## src/rtl/gpio_irq_pkg.sv

```systemverilog
package gpio_irq_pkg;
  localparam int ADDR_W = 3;
  typedef enum logic [ADDR_W-1:0] {
    REG_KIND  = 3'd0,
    REG_SENSE = 3'd1,
    REG_BOTH  = 3'd2,
    REG_BLOCK = 3'd3,
    REG_EVENT = 3'd4,
    REG_LEVEL = 3'd5
  } reg_sel_e;
endpackage

```

## src/rtl/gpio_sync.sv

```systemverilog
module gpio_sync #(
  parameter int W = 32
) (
  input  logic         clk,
  input  logic         rst_n,
  input  logic [W-1:0] d_i,
  output logic [W-1:0] q_o
);
  logic [W-1:0] stage1_q;
  logic [W-1:0] stage2_q;

  always_ff @(posedge clk or negedge rst_n) begin
    if (!rst_n) begin
      stage1_q <= '0;
      stage2_q <= '0;
    end else begin
      stage1_q <= d_i;
      stage2_q <= stage1_q;
    end
  end

  assign q_o = stage2_q;
endmodule

```

## src/rtl/gpio_irq_cell.sv

```systemverilog
module gpio_irq_cell (
  input  logic clk,
  input  logic rst_n,
  input  logic smp_i,
  input  logic is_edge_i,
  input  logic sense_i,
  input  logic both_i,
  input  logic clr_i,
  output logic event_o
);
  logic prev_q;
  logic event_q;
  logic rise;
  logic fall;
  logic cond;

  assign rise = smp_i & ~prev_q;
  assign fall = ~smp_i & prev_q;

  always_comb begin
    if (is_edge_i) begin
      if (both_i)       cond = rise | fall;
      else if (sense_i) cond = rise;
      else              cond = fall;
    end else begin
      cond = sense_i ? smp_i : ~smp_i;
    end
  end

  always_ff @(posedge clk or negedge rst_n) begin
    if (!rst_n) begin
      prev_q  <= 1'b0;
      event_q <= 1'b0;
    end else begin
      prev_q  <= smp_i;
      event_q <= cond | (event_q & ~clr_i);
    end
  end

  assign event_o = event_q;

  AST_SET_ON_COND: assert property (@(posedge clk) disable iff (!rst_n)
    cond |=> event_q);
  AST_DETECT_WINS: assert property (@(posedge clk) disable iff (!rst_n)
    (cond && clr_i) |=> event_q);
  AST_CLEAR_TAKES: assert property (@(posedge clk) disable iff (!rst_n)
    (clr_i && !cond) |=> !event_q);
  AST_HOLD_EVENT: assert property (@(posedge clk) disable iff (!rst_n)
    (event_q && !clr_i) |=> event_q);
  AST_NO_SPURIOUS: assert property (@(posedge clk) disable iff (!rst_n)
    (!event_q && !cond) |=> !event_q);
endmodule

```

## src/rtl/gpio_irq_bank.sv

```systemverilog
module gpio_irq_bank
  import gpio_irq_pkg::*;
#(
  parameter int NPINS = 32
) (
  input  logic              clk,
  input  logic              rst_n,
  input  logic [NPINS-1:0]  pin_i,
  input  logic [ADDR_W-1:0] addr_i,
  input  logic              we_i,
  input  logic [NPINS-1:0]  wdata_i,
  output logic [NPINS-1:0]  rdata_o,
  output logic              irq_o
);
  localparam logic [NPINS-1:0] ALL_ONES = {NPINS{1'b1}};

  logic [NPINS-1:0] kind_q, sense_q, both_q, block_q;
  logic [NPINS-1:0] level_s;
  logic [NPINS-1:0] events;
  logic [NPINS-1:0] clr_vec;

  gpio_sync #(.W(NPINS)) u_sync (
    .clk   (clk),
    .rst_n (rst_n),
    .d_i   (pin_i),
    .q_o   (level_s)
  );

  always_ff @(posedge clk or negedge rst_n) begin
    if (!rst_n) begin
      kind_q  <= '0;
      sense_q <= ALL_ONES;
      both_q  <= '0;
      block_q <= ALL_ONES;
    end else if (we_i) begin
      case (addr_i)
        REG_KIND:  kind_q  <= wdata_i;
        REG_SENSE: sense_q <= wdata_i;
        REG_BOTH:  both_q  <= wdata_i;
        REG_BLOCK: block_q <= wdata_i;
        default: ;
      endcase
    end
  end

  assign clr_vec = (we_i && addr_i == REG_EVENT) ? wdata_i : '0;

  for (genvar p = 0; p < NPINS; p++) begin : g_cell
    gpio_irq_cell u_cell (
      .clk       (clk),
      .rst_n     (rst_n),
      .smp_i     (level_s[p]),
      .is_edge_i (kind_q[p]),
      .sense_i   (sense_q[p]),
      .both_i    (both_q[p]),
      .clr_i     (clr_vec[p]),
      .event_o   (events[p])
    );
  end

  always_comb begin
    case (addr_i)
      REG_KIND:  rdata_o = kind_q;
      REG_SENSE: rdata_o = sense_q;
      REG_BOTH:  rdata_o = both_q;
      REG_BLOCK: rdata_o = block_q;
      REG_EVENT: rdata_o = events;
      REG_LEVEL: rdata_o = level_s;
      default:   rdata_o = '0;
    endcase
  end

  assign irq_o = |(events & ~block_q);

  AST_IRQ_HAS_SOURCE: assert property (@(posedge clk) disable iff (!rst_n)
    irq_o |-> (events != '0));
  AST_IRQ_NEEDS_OPEN: assert property (@(posedge clk) disable iff (!rst_n)
    irq_o |-> (block_q != ALL_ONES));
endmodule

```

## config.mk

```make
export PLATFORM = sky130hd
export DESIGN_NAME = gpio_irq_bank
export DESIGN_NICKNAME = d
export VERILOG_FILES = /design/src/rtl/gpio_irq_pkg.sv /design/src/rtl/gpio_sync.sv /design/src/rtl/gpio_irq_cell.sv /design/src/rtl/gpio_irq_bank.sv
export SDC_FILE = /design/constraint.sdc
export NUM_CORES = 1
export LEC_CHECK = 0
export BUFFER_PORTS_ARGS = -buffer_cell sky130_fd_sc_hd__buf_4
export CAP_MARGIN = 15
export CORE_UTILIZATION = 53
export DETAILED_ROUTE_END_ITERATION = 7
export GPL_TIMING_DRIVEN = 0
export PLACE_DENSITY = 0.87
export SKIP_CTS_REPAIR_TIMING = 1
export SLEW_MARGIN = 20
export SYNTH_ARGS = -nofsm -noshare
export SYNTH_HDL_FRONTEND = slang
export SYNTH_SLANG_ARGS = --single-unit
export TNS_END_PERCENT = 10
```

## constraint.sdc

```tcl
create_clock -name clk -period 1.75 [get_ports clk]
set_clock_uncertainty 0.1 [all_clocks]
set_input_delay 0.4375 -clock clk [delete_from_list [all_inputs] [get_ports clk]]
set_output_delay 0.4375 -clock clk [all_outputs]
set_load 0.05 [all_outputs]
```

==> results of run 1 <==
## registers in the layout (all words and copies together) (netlist names)
register               cells
g_cell.u_cell.event_o     32
u_sync.q_o                32
g_cell.u_cell.prev_q      32
both_q                    32
kind_q                    32
sense_q                   32
block_q                   32
u_sync.stage1_q           32
## worst paths after layout
check	startpoint	endpoint	slack, ps	cells past startpoint
hold reg to reg	u_sync.stage1_q[9]$_DFF_PN0_	u_sync.q_o[9]$_DFF_PN0_	240	0
max in group asynchronous	rst_n	sense_q[22]$_DFFE_PN1P_	320	3
setup reg to reg	u_sync.q_o[31]$_DFF_PN0_	g_cell[31].u_cell.event_o$_DFF_PN0_	20	6
setup / recovery	block_q[25]$_DFFE_PN1P_	irq_o	-810	4
hold / removal	wdata_i[5]	both_q[5]$_DFFE_PN0P_	50	2
min in group asynchronous	rst_n	u_sync.stage1_q[13]$_DFF_PN0_	330	2
## cell usage after synthesis
| cell | count |
|---|---|
| a21oi_1 | 32 |
| buf_2 | 15 |
| nor2_1 | 32 |
| a211oi_1 | 32 |
| ha_1 | 64 |
| dfrtp_1 | 192 |
| dfstp_2 | 64 |
| nor3b_2 | 3 |
| nand3_1 | 32 |
| a221o_1 | 32 |
| inv_1 | 96 |
| nand4_1 | 1 |
| nor4_1 | 4 |
| buf_4 | 3 |
| nor3_2 | 1 |
| clkbuf_1 | 21 |
| mux2_1 | 6 |
| o22ai_1 | 16 |
| xor2_1 | 32 |
| and3b_1 | 2 |
| nand2_1 | 33 |
| and2_1 | 4 |
| mux2_2 | 122 |
| a22oi_1 | 96 |
| nor2b_1 | 32 |
## stage by stage
stage | utilization [%] | total power (W) | cells | setup WS, ps
after floorplan | - | 0.009798 | 967 | -142.2
after global placement | 60.79 | 0.01071 | 1349 | -1840
after detailed placement | 61.08 | 0.01093 | 1351 | -813.1
after CTS | 65.73 | 0.01731 | 1401 | -1025
after global routing | 69.67 | 0.01826 | 1450 | -867.9
final | 69.68 | 0.01762 | 1451 | -808.7
## per-layer routing
layer	up-vias	global-route usage (%)	routed length, um
li1	3820	-	-
met1	4407	35.37	12410
met2	376	42.53	15340
met3	99	5.693	2410
met4	0	12.55	1196
met5	-	0	0
## report_power, final
part / switching [W] / leakage (nW) / total (W) / internal (W)
Sequential: 0.000977 / 2.84 / 0.00798 / 0.00701
Combinational: 0.00168 / 3.64 / 0.00323 / 0.00155
Clock: 0.00239 / 0.499 / 0.00641 / 0.00401
Total: 0.00505 / 6.98 / 0.0176 / 0.0126
## layout by cell type (no fill, tap or decap), drive strengths merged, types with 5 or more instances in the layout
cell type    Yosys  final
a22oi           96     96
nand2           33     33
inv             96     98
bufinv           0      5
nand3           32     32
dfrtp          192    192
nor2            32     32
a21oi           32     32
buf             18    153
nor2b           32     32
xor2            32     32
a211oi          32     32
ha              64     64
dlygate4sd3      0     33
o22ai           16     16
mux2           128    128
clkbuf          21     48
dfstp           64     64
a221o           32     32
## cells by family after synthesis
| logic type | Yosys count | synth area share, % |
|---|---|---|
| xor+xnor | 32 | 2.373 |
| simple gates | 144 | 6.143 |
| buf+inv | 135 | 4.544 |
| mux | 128 | 12.20 |
| flops | 256 | 54.91 |
| fa+ha+maj | 64 | 6.779 |
| compound gates | 208 | 13.05 |
## area by class of cell
cell class,instances,share of cell area [%]
Sequential cell,256,42.69
Multi-Input combinational cell,576,34.35
Inverter,96,2.370
Tap cell,280,2.304
Clock buffer,42,5.471
Buffer,37,2.205
Timing Repair Buffer,155,9.380
Antenna cell,1,0.01646
Clock inverter,8,1.209
==> flow_summary.json, run 1 <==
{
  "status": "finished, violations left",
  "violations": "negative setup slack",
  "slowest_delay_ps": 570,
  "clock.fmax_mhz": 390.8,
  "htree_levels": 1,
  "ctsRootBufferMaster": "clkbuf_16",
  "placed_area_um2": 13330,
  "fill_cells": 1413,
  "power.leakage_nw": 6.985,
  "start_util_pct": 54.13,
  "min_path_type": "in2reg",
  "multiInputGateArea_um2": 5224,
  "crit_path_cell_trace": "o22ai_1, nor4_1, nand4_1, buf_6",
  "maxSlewViolCount": 0,
  "first_pass_iters": 5,
  "ir_drop_mv": 0.7235,
  "routed_wirelength_um": 31350,
  "track_usage_pct": 26.88,
  "drive_above_1_share_pct": 39.66,
  "ys_ff_latch": 256,
  "crit_family": "simple AND/OR/NAND/NOR gates",
  "clock-sinks": 256,
  "start_kind": "flip-flop",
  "critPathMaxFanout": 3,
  "cts_buffer_depth": 3,
  "seq_area_um2": 6492,
  "antenna_found_initial": 0,
  "final_nets": 1283,
  "critPathKind": "reg2out",
  "io_pins": 103,
  "crit_slowest_cell": "dfstp_2",
  "endpoint_kind": "primary output",
  "yosysTopAreaCellShare_pct": 40.67,
  "via_per_inst": 5.997,
  "synth_cells": 967,
  "rows": 54,
  "slew_headroom_pct": 57.88,
  "setup_violations": 35,
  "p_per_area_nw_per_um2": 1159,
  "hpwl_um": 20200,
  "dieArea_um2": 22890,
  "ys_seq_area_share_pct": 54.91,
  "period_share_pct": 146.2,
  "clkTransAtPathRegs_ps": 60,
  "hold_viol_final": 0,
  "die_width_um": 151.3,
  "cts_buffers": 27,
  "arrival_ps": 2020,
  "required_ps": 1210,
  "synth_fp_nets": 1101,
  "crit_buf_inv": 1,
  "fin_tns_setup_ps": -13430,
  "yosys.cell_types.count": 25,
  "rsz0062_at_grt": "true",
  "grt_pass1_vias": 8622,
  "drc": 0,
  "detail-route-antenna-nets": 0,
  "ys_top_cells_by_area": "dfrtp_1, dfstp_2, mux2_2",
  "grt_pass1_wl_um": 46380,
  "worst_slack_ps": -808.7,
  "vias": 8702,
  "grt_max_degree": 93,
  "period_minus_slack_ps": 2559,
  "core_um2": 21820,
  "clk_latency_ps": 550,
  "tritoncts": "done",
  "areaGrowthSynthToFinish_pct": 28.74,
  "hold_ws_ps": 46.58,
  "wl_per_cell_um": 21.61,
  "yosysWarnings": 0,
  "die_y_um": 151.3,
  "stdcell_area_um2": 15210,
  "overflow": 0,
  "syn_avg_cell_area_um2": 12.22,
  "cap_violations": 0,
  "synth_area_um2": 11810,
  "yosysTopAreaCell": "dfrtp_1",
  "tightest_slew_ps": 631.8,
  "globalplace.congestion": 0.9041,
  "port_buffers": 102,
  "first_iter_violations": 633
}
Note: power is estimated with default switching activity, not from simulation.
==> run 2: changes to the inputs <==
--- a/config.mk
+++ b/config.mk
@@ -7,10 +7,10 @@
 export LEC_CHECK = 0
 export BUFFER_PORTS_ARGS = -buffer_cell sky130_fd_sc_hd__buf_4
 export CAP_MARGIN = 15
-export CORE_UTILIZATION = 53
+export CORE_UTILIZATION = 54
 export DETAILED_ROUTE_END_ITERATION = 7
 export GPL_TIMING_DRIVEN = 0
-export PLACE_DENSITY = 0.87
+export PLACE_DENSITY = 0.88
 export SKIP_CTS_REPAIR_TIMING = 1
 export SLEW_MARGIN = 20
 export SYNTH_ARGS = -nofsm -noshare
==> run 2 against run 1 <==
Effect of this change:
- the flow finishes with violations (negative hold slack, negative setup slack)
- utilization is 1.9 points higher
- critical path type unchanged
- power decreased by 5.0%
- routed wire length is 1.9% higher
==> flow_summary.json, run 2 (synthesis gave the netlist of run 1 again) <==
{
  "overflow": 0,
  "crit_buf_inv": 1,
  "maxSlewViolCount": 0,
  "first_pass_iters": 5,
  "critPathMaxFanout": 3,
  "endpoint_kind": "primary output",
  "htree_levels": 1,
  "io_pins": 103,
  "ir_drop_mv": 0.8662,
  "port_buffers": 102,
  "tightest_slew_ps": 507.4,
  "violations": "negative hold slack, negative setup slack",
  "start_util_pct": 55.67,
  "grt_pass1_vias": 8456,
  "clk_latency_ps": 540,
  "critPathKind": "reg2out",
  "diodes": 0,
  "start_kind": "flip-flop",
  "drc": 0,
  "p_per_area_nw_per_um2": 1103,
  "fin_cells": 1444,
  "period_minus_slack_ps": 2756,
  "crit_path_cell_trace": "o22ai_1, nor4_1, nand4_1, buf_6",
  "ctsRootBufferMaster": "clkbuf_16",
  "rsz0062_at_grt": "true",
  "final_common_cell": "dfrtp_1",
  "grt_max_degree": 103,
  "hold_viol_final": 50,
  "first_iter_violations": 684,
  "status": "finished, violations left",
  "setup_violations": 61,
  "clkTransAtPathRegs_ps": 60,
  "rows": 53,
  "drive_above_1_share_pct": 40.03,
  "final_nets": 1282,
  "dp_cells": 1346,
  "detail-route-antenna-nets": 0,
  "arrival_ps": 2220,
  "routed_wirelength_um": 31940,
  "die_y_um": 149.9,
  "cts_buffer_depth": 3,
  "final_cell_mix": "dfrtp_1, mux2_2, inv_1",
  "period_share_pct": 157.5,
  "tritoncts": "done",
  "multiInputGateArea_um2": 5284,
  "vias": 8877,
  "min_path_type": "in2async",
  "track_usage_pct": 26.68,
  "die_width_um": 149.9,
  "crit_slowest_cell": "dfstp_2",
  "core_um2": 21220,
  "slowest_delay_ps": 570,
  "clock-sinks": 256,
  "crit_family": "simple AND/OR/NAND/NOR gates",
  "antenna_found_initial": 0,
  "grt_pass1_wl_um": 45710,
  "hold_ws_ps": -277.7,
  "globalplace.congestion": 0.8905,
  "areaGrowthSynthToFinish_pct": 28.50,
  "required_ps": 1210,
  "via_per_inst": 6.148,
  "wl_per_cell_um": 22.12,
  "seq_area_um2": 6495,
  "worst_slack_ps": -1006,
  "hpwl_um": 19560,
  "fill_cells": 1339,
  "slew_headroom_pct": 66.17,
  "power.leakage_nw": 6.935,
  "dieArea_um2": 22470,
  "cap_violations": 0,
  "clock.fmax_mhz": 362.9,
  "cts_buffers": 27
}
## run 2: changes by cell type in the layout (fill, tap and decap cells not counted), sizes merged
cell         change
diode            -1
clkinv           +3
dlygate4sd3      -1
buf              +3
bufinv           -5
inv              -1
## run 2: power breakdown
part	internal [W]	switching [W]
sequential	0.00701	0.00102
combinational	0.00163	0.00173
clock	0.00307	0.00228
## run 2: metal layers
metal | global-route usage, % | part of all wire (%) | vias up
li1 | - | - | 3829
met2 | 42.96 | 49 | 432
met5 | 1.136 | 0 | -
met1 | 34.92 | 39 | 4509
met4 | 11.26 | 4.2 | 0
met3 | 5.579 | 7.7 | 107
## run 2: per-stage QoR
step / util (%) / TNS, ps / power (W) / setup slack, ps / area (um2)
2_1_floorplan: - / -7435 / 0.009798 / -142.2 / 12150
3_3_place_gp: 62.49 / -511110 / 0.01070 / -1849 / 13260
3_5_place_dp: 62.78 / -104890 / 0.01089 / -817.6 / 13320
4_1_cts: 66.66 / -29890 / 0.01626 / -1063 / 14140
5_1_grt: 71.53 / -16290 / 0.01735 / -1034 / 15180
6_report: 71.53 / -14690 / 0.01674 / -1006 / 15180
## run 2: path summary, 6_finish.rpt
path | from | endpoint | slack (ps) | cells after the start
setup / recovery | block_q[25]$_DFFE_PN1P_ | irq_o | -1010 | 4
hold / removal | rst_n | g_cell[26].u_cell.prev_q$_DFF_PN0_ | -280 | 1
setup reg to reg | u_sync.q_o[22]$_DFF_PN0_ | g_cell[22].u_cell.event_o$_DFF_PN0_ | 40 | 6
hold reg to reg | u_sync.stage1_q[21]$_DFF_PN0_ | u_sync.q_o[21]$_DFF_PN0_ | 240 | 0
max in group asynchronous | rst_n | sense_q[16]$_DFFE_PN1P_ | 510 | 3
min in group clk | wdata_i[6] | both_q[6]$_DFFE_PN0P_ | 60 | 2
## run 2: final cells by class
| type | instances | share of cell area, % |
|---|---|---|
| clock buffer | 45 | 5.226 |
| sequential | 256 | 42.79 |
| multi-input combinational | 576 | 34.81 |
| buffer | 37 | 2.242 |
| inverter | 96 | 2.374 |
| tap | 275 | 2.267 |
| clock inverter | 5 | 0.1896 |
| timing repair buffer | 154 | 10.11 |
==> run 3: changes to the inputs <==
--- a/config.mk
+++ b/config.mk
@@ -7,13 +7,14 @@
 export LEC_CHECK = 0
 export BUFFER_PORTS_ARGS = -buffer_cell sky130_fd_sc_hd__buf_4
 export CAP_MARGIN = 15
-export CORE_UTILIZATION = 54
+export CORE_UTILIZATION = 55
 export DETAILED_ROUTE_END_ITERATION = 7
 export GPL_TIMING_DRIVEN = 0
-export PLACE_DENSITY = 0.88
+export PLACE_DENSITY = 0.89
 export SKIP_CTS_REPAIR_TIMING = 1
 export SLEW_MARGIN = 20
 export SYNTH_ARGS = -nofsm -noshare
 export SYNTH_HDL_FRONTEND = slang
+export SYNTH_HIERARCHICAL = 1
 export SYNTH_SLANG_ARGS = --single-unit
 export TNS_END_PERCENT = 10
==> run 3 against run 2 <==
Effect of this change:
- the flow finishes with violations (negative setup slack)
- critical endpoint unchanged
- power is 5.4% higher
- largest cell class unchanged
- worst hold slack better by 330 ps
- utilization about the same
- fmax rose by 6.7%
- critical path type unchanged
==> flow_summary.json, run 3 <==
{
  "hold_viol_final": 0,
  "clkTransAtPathRegs_ps": 60,
  "r2r_cells": 5,
  "grt_pass1_wl_um": 50190,
  "rr_startpoint": "u_sync/q_o[22]$_DFF_PN0_",
  "min_path_type": "in2reg",
  "wl_met3_um": 2274,
  "fin_cells": 1451,
  "synth_cells": 968,
  "ys_seq_area_share_pct": 50.90,
  "yosys.cell_types.count": 25,
  "die_y_um": 154.2,
  "netSwitchingPower_w": 0.005517,
  "yosysWarnings": 6,
  "p_int_w": 0.01213,
  "worst_slack_ps": -832.1,
  "placed_area_um2": 14570,
  "via_per_inst": 6.171,
  "dieArea_um2": 23780,
  "worstSetupStartpoint": "block_q[2]$_DFFE_PN1P_",
  "pwr-share-comb_pct": 20.7,
  "first_pass_iters": 5,
  "top_layer": "met4",
  "yosysTopAreaCellShare_pct": 37.71,
  "ys_ff_latch": 256,
  "start_kind": "flip-flop",
  "clock-sinks": 256,
  "hpwl_um": 20880,
  "clock.fmax_mhz": 387.3,
  "grt_max_degree": 99,
  "first_iter_violations": 644,
  "period_minus_slack_ps": 2582,
  "arrival_ps": 2040,
  "syn_avg_cell_area_um2": 13.16,
  "ir_drop_mv": 0.8183,
  "cts_buffers": 27,
  "async_reset_ff_share_pct": 100.0,
  "drc": 0,
  "yosys-top-cells-count": "dfrtp_1, inv_1, mux2_1",
  "required_ps": 1210,
  "vias": 8954,
  "met2WireLength_um": 16260,
  "power.leakage_nw": 7.799,
  "dp_cells": 1358,
  "seqPwrFrac_pct": 46.7,
  "hold_ws_ps": 49.30,
  "die_width_um": 154.2,
  "tightest_slew_ps": 793.5,
  "maxSlewViolCount": 0,
  "cts_buffer_depth": 3,
  "critPathKind": "reg2out",
  "diodes": 0,
  "routed_wirelength_um": 34120,
  "globalplace.congestion": 0.8897,
  "hold_path_depth": 2,
  "core_um2": 22710,
  "final_common_cell": "dfrtp_1",
  "final_util_pct": 71.49,
  "synth_most_common_cell": "dfrtp_1",
  "setup_violations": 33,
  "cap_violations": 0,
  "stdcell_area_um2": 16240,
  "rsz0062_at_grt": "true",
  "violations": "negative setup slack",
  "synth_edf_count": 0,
  "overflow": 0,
  "critPathMaxFanout": 3,
  "crit_path_cell_trace": "o22ai_4, nor4_4, nand4_1, buf_6",
  "synth_fp_nets": 1102,
  "tritoncts": "done",
  "areaGrowthSynthToFinish_pct": 27.42,
  "port_buffers": 102,
  "io_pins": 103,
  "endpoint_kind": "primary output",
  "ys_top_cells_by_area": "dfrtp_1, dfstp_2, mux2_1",
  "fill_cells": 1373,
  "clk_latency_ps": 540,
  "period_share_pct": 147.5,
  "fin_tns_setup_ps": -15390,
  "yosysTopAreaCell": "dfrtp_1",
  "drive_above_1_share_pct": 41.42,
  "detail-route-antenna-nets": 0,
  "antenna_found_initial": 0,
  "track_usage_pct": 27.44,
  "start_util_pct": 56.11,
  "grt_pass1_vias": 9037,
  "final_cell_mix": "dfrtp_1, inv_1, mux2_1",
  "wl_per_cell_um": 23.51,
  "slew_headroom_pct": 47.10,
  "synth_area_um2": 12740,
  "ctsRootBufferMaster": "clkbuf_16",
  "status": "finished, violations left",
  "swShare_pct": 31.26,
  "p_clk_share_pct": 32.7,
  "slowest_delay_ps": 610,
  "final_nets": 1280,
  "p_per_area_nw_per_um2": 1087,
  "routedLengthMet1_um": 14130,
  "crit_slowest_cell": "dfstp_2",
  "htree_levels": 1,
  "hold_start": "wdata_i[7]",
  "synthFlopType": "dfrtp_1",
  "rows": 55
}
## run 3: final cells by class
cell class	instances	area, um2	area share (%)
clock inverters	7	87.58	0.5395
repair buffers	151	1348	8.300
multi-input cells	543	6336	39.03
flip-flops and latches	256	6486	39.95
clock buffers	42	792.0	4.878
plain buffers	39	349.1	2.150
inverters	128	480.5	2.959
well taps	285	356.6	2.196
## run 3: kinds of logic after synthesis
kind of cell	share of synthesized area (%)
XOR/XNOR	2.200
buffers and inverters	5.587
adder cells (fa/ha/maj)	6.284
flip-flops	50.90
AO/OA/AOI/OAI	13.35
AND/OR/NAND/NOR	6.589
multiplexers	15.08
## run 3: worst paths after layout
| path | endpoint | slack [ps] |
|---|---|---|
| worst min register to register | u_sync/q_o[29]$_DFF_PN0_ | 250 |
| max in group asynchronous | block_q[25]$_DFFE_PN1P_ | 210 |
| worst max register to register | g_cell[22].u_cell/event_o$_DFF_PN0_ | 170 |
| worst max-delay path | irq_o | -830 |
| min in group asynchronous | u_sync/stage1_q[11]$_DFF_PN0_ | 400 |
| worst min-delay path | block_q[7]$_DFFE_PN1P_ | 50 |
## run 3: through the flow
stage	setup slack (ps)	total power (W)
floorplan	-152.4	0.01033
global placement	-1885	0.01127
detailed placement	-1001	0.01147
CTS	-1051	0.01722
global route	-870.3	0.01825
finish	-832.1	0.01765
## run 3: critical path: cells and delay by family (launching register included)
kind,cells,cell delay (ps)
buffers and inverters,1,230
AOI/OAI and AO/OA,1,110
DFF,1,610
and+or+nand+nor,2,560
## run 3: per-layer routing
metal,vias to the layer above,track usage (%)
met2,428,44.09
met4,0,11.57
met3,102,5.268
li1,3821,-
met5,-,0
met1,4603,36.62
## run 3: power by group through the flow
stage	registers, W	logic, W	clock network, W
finish	0.00824	0.00365	0.00577
global route	0.00833	0.00387	0.00605
CTS	0.00812	0.00332	0.00578
detailed placement	0.00819	0.00328	0
global placement	0.00813	0.00314	0
floorplan	0.00789	0.00244	0
